===== src/rtl/memmap_pkg.sv =====
package memmap_pkg;

    localparam int NSEL     = 4;
    localparam int SEL_ROM  = 0;
    localparam int SEL_VRAM = 1;
    localparam int SEL_RAM1 = 2;
    localparam int SEL_RAM0 = 3;

    typedef struct packed {
        logic [NSEL-1:0] cs_n;
        logic            unmapped;
    } dec_state_t;

endpackage


===== src/rtl/memmap_table.sv =====
module memmap_table
    import memmap_pkg::*;
#(
    parameter int IDX_W     = 10,
    parameter int RAM0_BASE = 0,
    parameter int RAM0_BLKS = 64,
    parameter int RAM1_BASE = 64,
    parameter int RAM1_BLKS = 64,
    parameter int VRAM_BASE = 704,
    parameter int VRAM_BLKS = 16,
    parameter int ROM_BASE  = 1023,
    parameter int ROM_BLKS  = 1
) (
    input  logic [IDX_W-1:0] idx,
    output logic [NSEL-1:0]  sel_n
);

    localparam int DEPTH = 1 << IDX_W;

    typedef logic [NSEL-1:0] entry_t;
    typedef entry_t          tbl_t [DEPTH];

    function automatic logic in_span(int i, int base, int blks);
        return (i >= base) && (i < base + blks);
    endfunction

    function automatic entry_t entry_for(int i);
        entry_t e;
        e = '1;
        if (in_span(i, RAM0_BASE, RAM0_BLKS)) e[SEL_RAM0] = 1'b0;
        if (in_span(i, RAM1_BASE, RAM1_BLKS)) e[SEL_RAM1] = 1'b0;
        if (in_span(i, VRAM_BASE, VRAM_BLKS)) e[SEL_VRAM] = 1'b0;
        if (in_span(i, ROM_BASE,  ROM_BLKS))  e[SEL_ROM]  = 1'b0;
        return e;
    endfunction

    function automatic tbl_t build_map();
        tbl_t t;
        for (int i = 0; i < DEPTH; i++) begin
            t[i] = entry_for(i);
        end
        return t;
    endfunction

    localparam tbl_t MAP = build_map();

    assign sel_n = MAP[idx];

endmodule


===== src/rtl/memmap_ghost.sv =====
module memmap_ghost #(
    parameter int IDX_W    = 10,
    parameter int DROP     = 2,
    parameter int ROM_BASE = 1023
) (
    input  logic [IDX_W-1:0] idx,
    input  logic             ghost_en,
    output logic             ghost_hit
);

    localparam int KEEP = IDX_W - DROP;
    localparam logic [IDX_W-1:0] ROM_IDX = IDX_W'(ROM_BASE);
    localparam logic [KEEP-1:0]  ROM_LOW = ROM_IDX[KEEP-1:0];

    assign ghost_hit = ghost_en && (idx[KEEP-1:0] == ROM_LOW);

endmodule


===== src/rtl/memmap_csel.sv =====
module memmap_csel
    import memmap_pkg::*;
#(
    parameter int ADDR_W     = 20,
    parameter int IDX_W      = 10,
    parameter int GHOST_DROP = 2
) (
    input  logic              clk,
    input  logic              rst_n,
    input  logic [ADDR_W-1:0] addr,
    input  logic              mreq_n,
    input  logic              ghost_en,
    output logic              rom_cs_n,
    output logic              vram_cs_n,
    output logic              ram1_cs_n,
    output logic              ram0_cs_n,
    output logic              unmapped
);

    localparam int IDX_LO = ADDR_W - IDX_W;

    logic [IDX_W-1:0] idx;
    logic [NSEL-1:0]  tbl_sel_n;
    logic             ghost_hit;
    logic [NSEL-1:0]  pat;
    dec_state_t       st_d, st_q;

    assign idx = addr[ADDR_W-1:IDX_LO];

    memmap_table #(.IDX_W(IDX_W)) u_table (
        .idx   (idx),
        .sel_n (tbl_sel_n)
    );

    memmap_ghost #(.IDX_W(IDX_W), .DROP(GHOST_DROP), .ROM_BASE((1 << IDX_W) - 1)) u_ghost (
        .idx       (idx),
        .ghost_en  (ghost_en),
        .ghost_hit (ghost_hit)
    );

    always_comb begin
        pat = tbl_sel_n;
        if ((&tbl_sel_n) && ghost_hit) begin
            pat[SEL_ROM] = 1'b0;
        end
        st_d.cs_n     = '1;
        st_d.unmapped = 1'b0;
        if (!mreq_n) begin
            st_d.cs_n     = pat;
            st_d.unmapped = &pat;
        end
    end

    always_ff @(posedge clk or negedge rst_n) begin
        if (!rst_n) begin
            st_q.cs_n     <= '1;
            st_q.unmapped <= 1'b0;
        end else begin
            st_q <= st_d;
        end
    end

    assign rom_cs_n  = st_q.cs_n[SEL_ROM];
    assign vram_cs_n = st_q.cs_n[SEL_VRAM];
    assign ram1_cs_n = st_q.cs_n[SEL_RAM1];
    assign ram0_cs_n = st_q.cs_n[SEL_RAM0];
    assign unmapped  = st_q.unmapped;

    a_r10_one_select: assert property (@(posedge clk) disable iff (!rst_n)
        $countones({rom_cs_n, vram_cs_n, ram1_cs_n, ram0_cs_n}) >= 3)
        else $error("R10 more than one select low");

    a_r10_flag_excl: assert property (@(posedge clk) disable iff (!rst_n)
        unmapped |-> (rom_cs_n && vram_cs_n && ram1_cs_n && ram0_cs_n))
        else $error("R10 unmapped with select low");

    a_r8_idle: assert property (@(posedge clk) disable iff (!rst_n)
        mreq_n |=> (rom_cs_n && vram_cs_n && ram1_cs_n && ram0_cs_n && !unmapped))
        else $error("R8 idle strobe left outputs active");

    a_r3_ram0: assert property (@(posedge clk) disable iff (!rst_n)
        (!mreq_n && addr[ADDR_W-1:ADDR_W-4] == 4'h0) |=> !ram0_cs_n)
        else $error("R3 bank 0 not selected");

    a_r6_rom: assert property (@(posedge clk) disable iff (!rst_n)
        (!mreq_n && (&idx)) |=> !rom_cs_n)
        else $error("R6 ROM not selected");

    a_r9_no_ghost: assert property (@(posedge clk) disable iff (!rst_n)
        (!ghost_en && !(&idx)) |=> rom_cs_n)
        else $error("R9 ROM selected with ghosting off");

endmodule


===== config.mk =====
export PLATFORM = sky130hd
export DESIGN_NAME = memmap_csel
export DESIGN_NICKNAME = d
export VERILOG_FILES = /design/src/rtl/memmap_pkg.sv /design/src/rtl/memmap_table.sv /design/src/rtl/memmap_ghost.sv /design/src/rtl/memmap_csel.sv
export SDC_FILE = /design/constraint.sdc
export NUM_CORES = 1
export LEC_CHECK = 0
export ABC_AREA = 0
export BUFFER_PORTS_ARGS = -buffer_cell sky130_fd_sc_hd__buf_2
export CORE_AREA = 2 2 39 41
export CTS_BUF_LIST = sky130_fd_sc_hd__clkbuf_8
export DETAILED_ROUTE_END_ITERATION = 16
export DIE_AREA = 0 0 41 43
export PLACE_DENSITY = 0.48
export SLEW_MARGIN = 0
export SYNTH_ARGS = -nofsm -noshare
export SYNTH_HDL_FRONTEND = slang
export SYNTH_SLANG_ARGS = --single-unit

===== constraint.sdc =====
create_clock -name clk -period 0.8 [get_ports clk]
set_input_delay 0.16 -clock clk [delete_from_list [all_inputs] [get_ports clk]]
set_output_delay 0.16 -clock clk [all_outputs]
set_load 0.005 [all_outputs]

==> metrics.cfg, run 1 <==
[cts]
cts_tree=built
cts_setup_buffers=0
clk_path_buf_depth=2
cts_buffers=3
clk_pin_slew_worst_paths_ns=0.03
htreeDepth=1
clockRootBuffer=clkbuf_8
cts.sinks=5

[min_path]
holdPathStages=2
hp-class=input port to flop

[power]
p_leak_nw=0.175
irDropWorstVdd_mv=0.398
power_density_nw_per_um2=1910

[placed_design]
place.gp.congestion=0.584
placed_area_um2=340
port_buffers=18
preCtsSetupSlack_ns=-0.0608

[yosys]
synthMuxAreaShare_pct=0
synthXorXnorAreaFrac_pct=0
ys_types=11
avgSynthCellArea_um2=12.4
synthAdderAreaFrac_pct=0
synth_top_family_by_area=simple AND/OR/NAND/NOR gates
synthSimpleGateAreaFrac_pct=39.3
yosys_warnings=0
synthCells=18
seq_area_frac_synth_pct=58.4
synth-seq-cells=5
syn_nets=42
netlist_area_um2=223
synth_compound_area_share_pct=2.25

[timing]
report.final.slew_viol_count=0
max_slew.worst_pin.slew_ns=0.374
finalSetupViolations=5
hold_viol=0
fin_crit_sh_pct=122
slew_headroom_pct=74.8
rsz0062_at_grt=true
fin_tns_setup_ns=-0.749
fmax_mhz=1020
fin_ws_ns=-0.178
period_minus_slack_ns=0.978

[global_route]
grt_usage_pct=6.65
grt.overflow.total=0
grt_start_max_net_pins=6
antenna_found_initial=0
grt_pass1_wl_um=759
grt_pass1_vias=216

[finish]
finish.net_count=67
finish.utilization_pct=29.5
area_growth_pct=83.1
drive_above_1_share_pct=69.0
final_common_cell=buf_2
insertedDiodeCount=0
final_cell_mix=16 x buf_2, 4 x dfstp_2, 3 x nand2b_1, 3 x clkbuf_8
postLayoutCellArea_um2=408

[drt]
wl_per_cell_um=8.74
wl_met2_um=214
wl_met1_um=204
drtIter0Drc=1
viasPerCell=3.98
wl_met3_um=88
drc=0
dr_total_vias=231
top_layer_used=met3
first_pass_iters=4
wl_um=507
antenna_left=0

[flow_run]
cap_violations=0

[setup_path]
path_class=flop to output pin
cp_top_family=flip-flops
cp.arrival_ns=0.82
crit_chain=buf_6
critPathCaptureType=output pin
cp-start-kind=flop
crit_required_ns=0.64
crit_buf_inv=1
critical_path_cell_count=1
crit_slowest_cell=dfstp_2
worst-path-max-fanout=1
cpPeakStageDelay_ns=0.52

[outcome]
outcome=finished, violations left
violations=negative setup slack

[floorplanning]
rows=14
ios=29
die_w_um=41
core-area_um2=1380
start_util_pct=16.1
dieHeight_um=43
fp.dieArea_um2=1760

## flip-flops by register name (all words and copies together) (netlist names)
signal	cells
ram0_cs_n	1
ram1_cs_n	1
rom_cs_n	1
unmapped	1
vram_cs_n	1
## power by group
part / internal, W / total [W] / switching (W)
registers: 0.000262 / 0.000263 / 0.00000112
clock network: 0.000328 / 0.000439 / 0.000111
logic: 0.0000433 / 0.0000771 / 0.0000339
## metal layers
| metal | vias up | GRT usage [%] |
|---|---|---|
| met1 | 97 | 7.47 |
| met2 | 19 | 8.75 |
| met3 | 0 | 3.14 |
| met4 | 0 | 6.00 |
| met5 | - | 0 |
| li1 | 115 | - |
## synthesized netlist by cell type, drive strengths merged
cell	instances	share of area, %
a21oi	1	2.2
dfrtp	1	11
dfstp	4	47
nand2	1	1.7
nand2b	3	8.4
nand4	2	5.6
nand4b	1	3.9
nor3	3	11
nor4	2	8.4
## cells by family (layout without fill, tap and decap cells)
group	after synthesis	in the layout
AOI/OAI and AO/OA	1	1
buffers and inverters	0	24
DFF	5	5
and+or+nand+nor	12	12
## what timing repair did
item                                    in CTS  in global routing
hold buffers                                 1                  0
pin swaps                                    0                  0
endpoints found under the hold margin        5                  0
endpoints found under the setup margin       5                  5
resized for setup                            0                  2
## stage by stage
stage	hold slack, ns	power, W	instances
floorplan	-0.136	0.000283	18
CTS	0.150	0.000793	58
global placement	-0.0263	0.000338	53
detailed placement	-0.0247	0.000339	53
finish	0.151	0.000779	58
global route	0.157	0.000828	58
## area by class of cell
class                      instances  area, um^2
fill                             155         976
sequential                         5         130
timing repair buffer              20         120
multi-input combinational         13        92.6
clock buffer                       3        41.3
tap                               16        20.0
clock inverter                     1        3.75
## final timing paths
check                      startpoint        end
min in group asynchronous       rst_n   unmapped
max in group asynchronous       rst_n   rom_cs_n
hold / removal                 mreq_n   unmapped
setup / recovery            vram_cs_n  vram_cs_n
(Power assumes the default switching activity.)
==> run 2, diff against run 1 <==
- BUFFER_PORTS_ARGS: -buffer_cell sky130_fd_sc_hd__buf_2 -> -buffer_cell sky130_fd_sc_hd__buf_4
==> metrics.cfg, run 2 (synthesis results as in run 1) <==
[outcome]
outcome=finished, violations left
violations=negative setup slack

[setup_path]
crit_chain=buf_6
path_class=flop to output pin
crit_slowest_cell=dfstp_2
cp.arrival_ns=0.82
worst-path-max-fanout=1
cpPeakStageDelay_ns=0.51
cp-start-kind=flop
crit_required_ns=0.64
cp_top_family=flip-flops
crit_buf_inv=1
critPathCaptureType=output pin

[power]
irDropWorstVdd_mv=0.401
power_switching_w=0.000152
p_leak_nw=0.191
swShare_pct=18.8
power_w=0.000806
internal_power_w=0.000654
clock_power_share_pct=55.2
combinationalPowerShare_pct=12.0
seqPwrFrac_pct=32.8
power_density_nw_per_um2=1780

[cts]
cts_tree=built
clockRootBuffer=clkbuf_8
clk_pin_slew_worst_paths_ns=0.03
cts_buffers=3
clk_path_buf_depth=2
cts_setup_buffers=0
cts.sinks=5
htreeDepth=1

[flow_run]
cap_violations=0

[global_route]
grt_pass1_wl_um=717
antenna_found_initial=0
grt_usage_pct=6.45
grt.overflow.total=0
grt_start_max_net_pins=6
grt_pass1_vias=209

[placed_design]
place.gp.congestion=0.636
place_inst=52
port_buffers=18

[drt]
wl_per_cell_um=8.67
antenna_left=0
first_pass_iters=1
drc=0
viasPerCell=3.96
drtIter0Drc=0
dr_total_vias=226
wl_um=494

[finish]
final_common_cell=buf_4
final_cell_mix=13 x buf_4, 5 x buf_6, 4 x dfstp_2, 3 x nand2b_1, 3 x clkbuf_8
insertedDiodeCount=0
area_growth_pct=103
finish.net_count=66
drive_above_1_share_pct=68.3
final_cells=57
finish.utilization_pct=32.6

[floorplanning]
die_w_um=41
dieHeight_um=43
start_util_pct=16.1
rows=14
core-area_um2=1380
ios=29
fp.dieArea_um2=1760

[timing]
fin_crit_sh_pct=122
max_slew.worst_pin.slew_ns=0.338
fin_ws_ns=-0.177
rsz0062_at_grt=true
period_minus_slack_ns=0.977
hold_viol=0
fin_tns_setup_ns=-0.755
finalSetupViolations=5
slew_headroom_pct=77.2
report.final.slew_viol_count=0
fmax_mhz=1020

[min_path]
hp-class=input port to flop

## run 2: cell types whose count changed in the layout (fill, tap and decap cells not counted), sizes merged
cell  previous run  this run
buf             19        18
## run 2: power by group through the flow
stage / clock network [W] / registers [W] / logic (W)
3_5_place_dp: 0 / 0.000266 / 0.0000903
2_1_floorplan: 0 / 0.000267 / 0.0000163
3_3_place_gp: 0 / 0.000266 / 0.0000881
4_1_cts: 0.000460 / 0.000264 / 0.0000975
5_1_grt: 0.000484 / 0.000264 / 0.000106
6_report: 0.000445 / 0.000264 / 0.0000967
## run 2: final timing paths
kind / from / end / slack, ns / cells after the start
worst max-delay path: rom_cs_n / rom_cs_n / -0.18 / 1
worst min-delay path: addr[16] / ram1_cs_n / 0.1 / 2
max in group asynchronous: rst_n / ram0_cs_n / 0.32 / 2
min in group asynchronous: rst_n / unmapped / 0.28 / 2
## run 2: what timing repair did
| action | in CTS | in global routing |
|---|---|---|
| gates resized for setup | 5 | 0 |
| hold endpoints to repair | 5 | 0 |
| hold buffers | 1 | 0 |
| endpoints found under the setup margin | 5 | 5 |
## run 2: area by class of cell
| type | instances | area [um^2] |
|---|---|---|
| Fill cell | 153 | 932 |
| Clock inverter | 1 | 3.75 |
| Timing Repair Buffer | 19 | 164 |
| Clock buffer | 3 | 41.3 |
| Tap cell | 16 | 20.0 |
| Sequential cell | 5 | 130 |
| Multi-Input combinational cell | 13 | 92.6 |
## run 2: stage by stage
step / hold WS (ns) / area (um^2) / worst slack (ns)
after floorplan: -0.136 / 223 / 0.138
after global placement: -0.0408 / 378 / -0.0243
after detailed placement: -0.0395 / 378 / -0.0404
after CTS: 0.0883 / 452 / -0.185
after global routing: 0.0904 / 452 / -0.198
final: 0.0950 / 452 / -0.177
## run 2: per-layer routing
metal | wire (um) | global-route usage, % | vias to the layer above
li1 | - | - | 115
met1 | 191 | 7.17 | 88
met2 | 205 | 8.44 | 21
met3 | 82 | 1.57 | 2
met4 | 14 | 8.00 | 0
met5 | 0 | 0 | -
